$ cat src/rtl/irq2_pkg.sv
package irq2_pkg;

    // In-service record: one bit per priority level
    typedef struct packed {
        logic hi;
        logic lo;
    } svc_t;

    // Can a request of the given level be taken under state s?
    function automatic logic level_open(svc_t s, logic lvl_hi);
        if (lvl_hi) begin
            return !s.hi;
        end
        return !s.hi && !s.lo;
    endfunction

    // Retire the highest active level
    function automatic svc_t svc_retire(svc_t s);
        svc_t r;
        r = s;
        if (s.hi) begin
            r.hi = 1'b0;
        end else begin
            r.lo = 1'b0;
        end
        return r;
    endfunction

    // Mark a level as entered
    function automatic svc_t svc_enter(svc_t s, logic lvl_hi);
        svc_t r;
        r = s;
        if (lvl_hi) begin
            r.hi = 1'b1;
        end else begin
            r.lo = 1'b1;
        end
        return r;
    endfunction

endpackage

$ cat src/rtl/irq2_pending.sv
module irq2_pending #(
    parameter int NSRC = 8
) (
    input  logic            clk,
    input  logic            rst,
    input  logic [NSRC-1:0] req,
    input  logic [NSRC-1:0] clr,
    output logic [NSRC-1:0] pend
);

    always_ff @(posedge clk) begin
        if (rst) begin
            pend <= '0;
        end else begin
            pend <= (pend & ~clr) | req;
        end
    end


    set_wins_chk: assert property (@(posedge clk) disable iff (rst)
        (req != '0) |=> ((pend & $past(req)) == $past(req)));


    sticky_chk: assert property (@(posedge clk) disable iff (rst)
        1'b1 |=> ((pend & $past(pend & ~clr)) == $past(pend & ~clr)));

endmodule

$ cat src/rtl/irq2_pick.sv
module irq2_pick
    import irq2_pkg::*;
#(
    parameter  int NSRC = 8,
    localparam int IW   = (NSRC > 1) ? $clog2(NSRC) : 1
) (
    input  logic [NSRC-1:0] elig,
    input  logic [NSRC-1:0] prio,
    input  svc_t            svc,
    output logic            cv,
    output logic            chi,
    output logic [IW-1:0]   cidx
);

    logic [NSRC-1:0] hi_m, lo_m;
    logic [IW-1:0]   hi_idx, lo_idx;
    logic            take_hi, take_lo;

    always_comb begin
        hi_m   = elig & prio;
        lo_m   = elig & ~prio;
        hi_idx = '0;
        lo_idx = '0;
        // descending scan leaves the lowest set index
        for (int i = NSRC - 1; i >= 0; i--) begin
            if (hi_m[i]) hi_idx = IW'(i);
            if (lo_m[i]) lo_idx = IW'(i);
        end
        take_hi = (|hi_m) && level_open(svc, 1'b1);
        take_lo = (|lo_m) && level_open(svc, 1'b0);
        cv      = take_hi || take_lo;
        chi     = take_hi;
        cidx    = take_hi ? hi_idx : lo_idx;
    end

endmodule

$ cat src/rtl/irq2_svc.sv
module irq2_svc
    import irq2_pkg::*;
(
    input  logic clk,
    input  logic rst,
    input  logic take,
    input  logic take_hi,
    input  logic reti,
    output svc_t svc
);

    svc_t nxt;

    always_comb begin
        nxt = svc;
        if (reti) nxt = svc_retire(nxt);
        if (take) nxt = svc_enter(nxt, take_hi);
    end

    always_ff @(posedge clk) begin
        if (rst) begin
            svc <= '0;
        end else begin
            svc <= nxt;
        end
    end


    idle_reti_chk: assert property (@(posedge clk) disable iff (rst)
        (reti && !take && svc == 2'b00) |=> (svc == 2'b00));


    resume_low_chk: assert property (@(posedge clk) disable iff (rst)
        (reti && !take && svc == 2'b11) |=> (svc == 2'b01));

endmodule

$ cat src/rtl/irq2_ctrl.sv
module irq2_ctrl
    import irq2_pkg::*;
#(
    parameter  int NSRC = 8,
    localparam int IW   = (NSRC > 1) ? $clog2(NSRC) : 1
) (
    input  logic            clk,
    input  logic            rst,
    input  logic [NSRC-1:0] req_i,
    input  logic [NSRC-1:0] en_i,
    input  logic [NSRC-1:0] hi_i,
    input  logic [NSRC-1:0] clr_i,
    input  logic            ack_i,
    input  logic            reti_i,
    output logic            irq_o,
    output logic [IW-1:0]   vec_o,
    output logic            vec_hi_o,
    output logic [1:0]      insvc_o
);

    logic [NSRC-1:0] pend, elig;
    svc_t            svc;
    logic            cv, chi;
    logic [IW-1:0]   cidx;

    // offered-vector hold
    logic            hold_v, hold_hi;
    logic [IW-1:0]   hold_idx;
    logic            hold_ok, upgrade;

    irq2_pending #(.NSRC(NSRC)) u_pend (
        .clk (clk),
        .rst (rst),
        .req (req_i),
        .clr (clr_i),
        .pend(pend)
    );

    assign elig = pend & en_i;

    irq2_pick #(.NSRC(NSRC)) u_pick (
        .elig(elig),
        .prio(hi_i),
        .svc (svc),
        .cv  (cv),
        .chi (chi),
        .cidx(cidx)
    );

    always_comb begin
        hold_ok = hold_v && elig[hold_idx] && (hi_i[hold_idx] == hold_hi)
                  && level_open(svc, hold_hi);
        upgrade = cv && chi && !hold_hi;
        if (hold_ok && !upgrade) begin
            irq_o    = 1'b1;
            vec_o    = hold_idx;
            vec_hi_o = hold_hi;
        end else begin
            irq_o    = cv;
            vec_o    = cidx;
            vec_hi_o = chi;
        end
    end

    always_ff @(posedge clk) begin
        if (rst) begin
            hold_v   <= 1'b0;
            hold_hi  <= 1'b0;
            hold_idx <= '0;
        end else if (ack_i) begin
            hold_v   <= 1'b0;
        end else begin
            hold_v   <= irq_o;
            hold_hi  <= vec_hi_o;
            hold_idx <= vec_o;
        end
    end

    irq2_svc u_svc (
        .clk    (clk),
        .rst    (rst),
        .take   (ack_i && irq_o),
        .take_hi(vec_hi_o),
        .reti   (reti_i),
        .svc    (svc)
    );

    assign insvc_o = svc;


    no_nest_under_hi_chk: assert property (@(posedge clk) disable iff (rst)
        svc.hi |-> !irq_o);


    offered_is_live_chk: assert property (@(posedge clk) disable iff (rst)
        irq_o |-> (pend[vec_o] && en_i[vec_o]));


    hi_first_chk: assert property (@(posedge clk) disable iff (rst)
        (irq_o && !vec_hi_o) |-> ((pend & en_i & hi_i) == '0));

endmodule

$ cat config.mk
export PLATFORM = sky130hd
export DESIGN_NAME = irq2_ctrl
export DESIGN_NICKNAME = d
export VERILOG_FILES = /design/src/rtl/irq2_pkg.sv /design/src/rtl/irq2_pending.sv /design/src/rtl/irq2_pick.sv /design/src/rtl/irq2_svc.sv /design/src/rtl/irq2_ctrl.sv
export SDC_FILE = /design/constraint.sdc
export NUM_CORES = 1
export LEC_CHECK = 0
export BUFFER_PORTS_ARGS = -buffer_cell sky130_fd_sc_hd__buf_4
export CORE_MARGIN = 10
export CORE_UTILIZATION = 45
export CTS_CLUSTER_SIZE = 20
export DETAILED_ROUTE_END_ITERATION = 8
export PLACE_DENSITY = 0.86
export SYNTH_ARGS = -nofsm -noshare
export SYNTH_HDL_FRONTEND = slang
export SYNTH_SLANG_ARGS = --single-unit
$ cat constraint.sdc
create_clock -name clk -period 3.61 [get_ports clk]
set_input_delay 0.722 -clock clk [delete_from_list [all_inputs] [get_ports clk]]
set_output_delay 0.722 -clock clk [all_outputs]
set_load 0.01 [all_outputs]
==> impl_table.tex <==
\begin{tabular}{lr}
\hline
Metric & Value \\
\hline
\multicolumn{2}{l}{\textbf{STA}} \\
\quad Maximum clock frequency & 0.305 GHz \\
\quad Slew at the pin closest to its max-slew limit & 0.420 ns \\
\quad Endpoints failing setup & 0 \\
\quad Max transition margin & 0.719 \\
\quad Setup repair after global routing missed its margin & false \\
\quad Share of the clock period used by the worst path & 0.908 \\
\quad Sum of negative setup slack & 0 ns \\
\quad Hold Violations, Final & 0 \\
\quad Number of slew-limit violations in the final report & 0 \\
\quad Post-route clock skew & 0.00167 ns \\
\quad Tmin final & $\sim$3.3 ns \\
\multicolumn{2}{l}{\textbf{Worst setup path}} \\
\quad Data required time of the worst path & 2.89 ns \\
\quad CP max FO & 8 \\
\quad Crit end category & output port \\
\quad Kind of critical path & reg -> out \\
\quad Worst Reg2Reg Path Length in Cells & 6 \\
\quad R2R Path Start & hold\_idx[0] \\
\quad Startpoint kind of the worst setup timing path & register \\
\quad Worst endpoint data arrival time & 2.55 ns \\
\quad Worst R2R End & hold\_idx[0] \\
\quad R2r setup slk & 1.49 ns \\
\multicolumn{2}{l}{\textbf{CTS}} \\
\quad Post-CTS Repair Setup Buffers & 0 \\
\quad Maximum level of the CTS H-tree & 1 \\
\quad Number of hold buffers added after cts & 0 \\
\quad CTS Buf Count & 3 \\
\quad Reg clk slew, reported paths & 0.09 ns \\
\quad Clock buffer depth & 2 \\
\quad Number of gates resized after cts & 0 \\
\quad Clock Latency Late Sink & 0.28 ns \\
\quad Number of clock sinks & 15 \\
\quad Clock tree root driver cell & sky130\_fd\_sc\_hd\_\_clkbuf\_4 \\
\quad Clock tree from TritonCTS & done \\
\multicolumn{2}{l}{\textbf{GRT}} \\
\quad Overall fraction of global-route tracks in use & 0.138 \\
\quad Largest net degree at the start of global routing & 16 \\
\quad Number of antenna violations at the first check in global routing & 0 \\
\quad GR Overflow Total & 0 \\
\quad Vias in the first global route & around 1.2k \\
\quad Wire length of the first global-routing pass & 5.07 mm \\
\multicolumn{2}{l}{\textbf{Routing}} \\
\quad Number of DRC markers in iteration 0 & 25 \\
\quad Detail-routed net length per standard cell & 15.1 um \\
\quad Routed via count & 1091 \\
\quad Router iterations before antenna repair & 5 \\
\quad DRC viols & 0 \\
\quad Final WL & about 3 mm \\
\quad Average via count per standard cell & 5.54 \\
\quad Post-DRT Antenna Nets & 0 \\
\multicolumn{2}{l}{\textbf{Placed design}} \\
\quad Placer Congestion & 0.902 \\
\quad Port bufs & 42 \\
\quad HPWL after detailed placement & 2.55 mm \\
\multicolumn{2}{l}{\textbf{Die}} \\
\quad Total die area & 0.00468 sq mm \\
\quad Floorplan die height & 68.4 um \\
\quad Effective utilization at floorplan & 0.473 \\
\quad Ports & 43 \\
\quad Die outline width & 68.4 um \\
\quad Area of the core & about 0.0022 sq mm \\
\quad Floorplan row count & 17 \\
\multicolumn{2}{l}{\textbf{Final layout}} \\
\quad Utilization after layout & 0.632 \\
\quad Share of cells above drive strength 1 & 0.325 \\
\quad Most used cells in the layout excluding fill and tap cells & 42 x sky130\_fd\_sc\_hd\_\_buf\_4, 20 x sky130\_fd\_sc\_hd\_\_nor2\_1, 15 x sky130\_fd\_sc\_hd\_\_dfxtp\_1, 12 x sky130\_fd\_sc\_hd\_\_a21oi\_1, 10 x sky130\_fd\_sc\_hd\_\_inv\_1 \\
\quad Number of nets in the final layout & 206 \\
\quad Antenna cells & 0 \\
\quad Area Overhead vs Synth & 33.8\% \\
\quad Most common cell after layout, fill and taps aside & sky130\_fd\_sc\_hd\_\_buf\_4 \\
\multicolumn{2}{l}{\textbf{Power and ir drop}} \\
\quad Power consumption & 0.452 mW \\
\quad Leak Pwr & 0.642 nW \\
\quad Peak supply drop & between 0.2 and 0.3 mV \\
\quad Total power per unit cell area & approximately 320 mW/mm\^{}2 \\
\multicolumn{2}{l}{\textbf{Logic synthesis}} \\
\quad Mean post-synth cell area & 8.38 sq um \\
\quad Synth area leaders & sky130\_fd\_sc\_hd\_\_dfxtp\_1 28\%, sky130\_fd\_sc\_hd\_\_mux2i\_1 7.6\%, sky130\_fd\_sc\_hd\_\_nor2\_1 7.1\%, sky130\_fd\_sc\_hd\_\_a21oi\_1 5.7\%, sky130\_fd\_sc\_hd\_\_mux4\_2 4.3\% \\
\quad Dominant cell type by area after synthesis & sky130\_fd\_sc\_hd\_\_dfxtp\_1 \\
\quad Synth top area share & 0.284 \\
\quad Register area share after synthesis & 0.284 \\
\quad YS warnings & 0 \\
\quad Flip-flop and latch count after synthesis & 15 \\
\quad Number of distinct standard cells referenced by the synthesized netlist & 39 \\
\quad EDFF count, synth & 0 \\
\quad Post-Syn Nets & roughly 160 \\
\quad Asr flop ratio synth & 0 \\
\quad Cell count after synthesis & approximately 130 \\
\quad Post-synthesis cell area & 0.00106 sq mm \\
\quad Flip-flop cell with the highest count after synthesis & sky130\_fd\_sc\_hd\_\_dfxtp\_1 \\
\multicolumn{2}{l}{\textbf{Worst hold path}} \\
\quad Hold Path Cell Cnt & 2 \\
\quad Tightest Hold Check Type & reg -> reg \\
\quad Start point of the worst min-delay path & u\_svc.svc[0] \\
\quad End point of the most critical hold path & u\_svc.svc[0] \\
\multicolumn{2}{l}{\textbf{Run}} \\
\quad Number of max-capacitance violations reported & 0 \\
\multicolumn{2}{l}{\textbf{Status}} \\
\quad Status & finished clean \\
\hline
\end{tabular}
Yosys cell counts, types with 2 or more instances:
master,instances
sky130_fd_sc_hd__nor2_1,20
sky130_fd_sc_hd__dfxtp_1,15
sky130_fd_sc_hd__a21oi_1,12
sky130_fd_sc_hd__inv_1,10
sky130_fd_sc_hd__nand2_1,9
sky130_fd_sc_hd__mux2i_1,8
sky130_fd_sc_hd__and3_1,5
sky130_fd_sc_hd__nand3_1,5
sky130_fd_sc_hd__mux2_1,3
sky130_fd_sc_hd__nand3b_1,3
sky130_fd_sc_hd__o21ai_0,3
sky130_fd_sc_hd__o22ai_1,3
sky130_fd_sc_hd__mux4_2,2
sky130_fd_sc_hd__nand2_2,2
sky130_fd_sc_hd__nor3b_1,2
through the flow:
step | area, sq um | setup WS (ns) | instances | hold slack [ns]
6_report | 1410 | 0.333 | 197 | 0.519
5_1_grt | 1410 | 0.174 | 197 | 0.555
4_1_cts | 1410 | 0.323 | 197 | 0.528
3_5_place_dp | 1390 | 0.390 | 193 | 0.506
3_3_place_gp | 1390 | 0.429 | 193 | 0.489
2_1_floorplan | 1060 | 0.721 | 126 | 0.466
sequential cells by signal, indices dropped and copies added (netlist names):
register     count
u_svc.svc        2
u_pend.pend      8
hold_hi          1
hold_idx         3
hold_v           1
metal layers:
metal | share of wire | wire (um) | vias to the layer above | global-route usage
met5 | 0 | 0 | - | 0
met4 | 0.019 | 56 | 0 | 0.0653
met3 | 0.060 | 178 | 7 | 0.0343
met2 | 0.52 | 1540 | 34 | 0.240
met1 | 0.41 | 1210 | 504 | 0.153
li1 | - | - | 546 | -
worst max-delay path: stages, from the launching register on:
cell                      delay, ns
sky130_fd_sc_hd__dfxtp_1       0.59
sky130_fd_sc_hd__mux4_2        0.57
sky130_fd_sc_hd__mux2_2        0.30
sky130_fd_sc_hd__nor3b_4       0.22
sky130_fd_sc_hd__nand2_2       0.11
sky130_fd_sc_hd__mux2_1        0.32
sky130_fd_sc_hd__buf_4         0.15
worst max-delay path by stage:
stage / to / cells after the start / start / slack (ns)
2_1_floorplan: vec_o[0] / 6 / en_i[2] / 0.72
3_3_place_gp: vec_o[2] / 8 / en_i[0] / 0.43
3_5_place_dp: vec_o[2] / 8 / en_i[0] / 0.39
4_1_cts: vec_o[0] / 6 / hold_idx[0] / 0.32
5_1_grt: vec_o[0] / 6 / hold_idx[0] / 0.17
6_report: vec_o[1] / 6 / hold_idx[0] / 0.33
power by group:
group / internal [mW] / switching, mW
Clock: 0.0429 / 0.0546
Sequential: 0.178 / 0.0169
Combinational: 0.0878 / 0.0713
area by class of cell:
type | count | area [sq um]
Sequential cell | 15 | 300
Clock buffer | 4 | 26.3
Inverter | 10 | 37.5
Timing Repair Buffer | 42 | 315
Tap cell | 28 | 35.0
Multi-Input combinational cell | 98 | 698
Fill cell | 205 | 821
cell families (layout without fill, tap and decap cells):
| logic type | count (synthesis) | count (layout) | share of synthesized area |
|---|---|---|---|
| simple gates | 50 | 50 | 0.258 |
| compound gates | 32 | 32 | 0.209 |
| mux | 15 | 15 | 0.186 |
| flops | 15 | 15 | 0.284 |
| buf+inv | 13 | 56 | 0.0545 |
| xor+xnor | 1 | 1 | 0.00830 |
(Power assumes the default switching activity.)
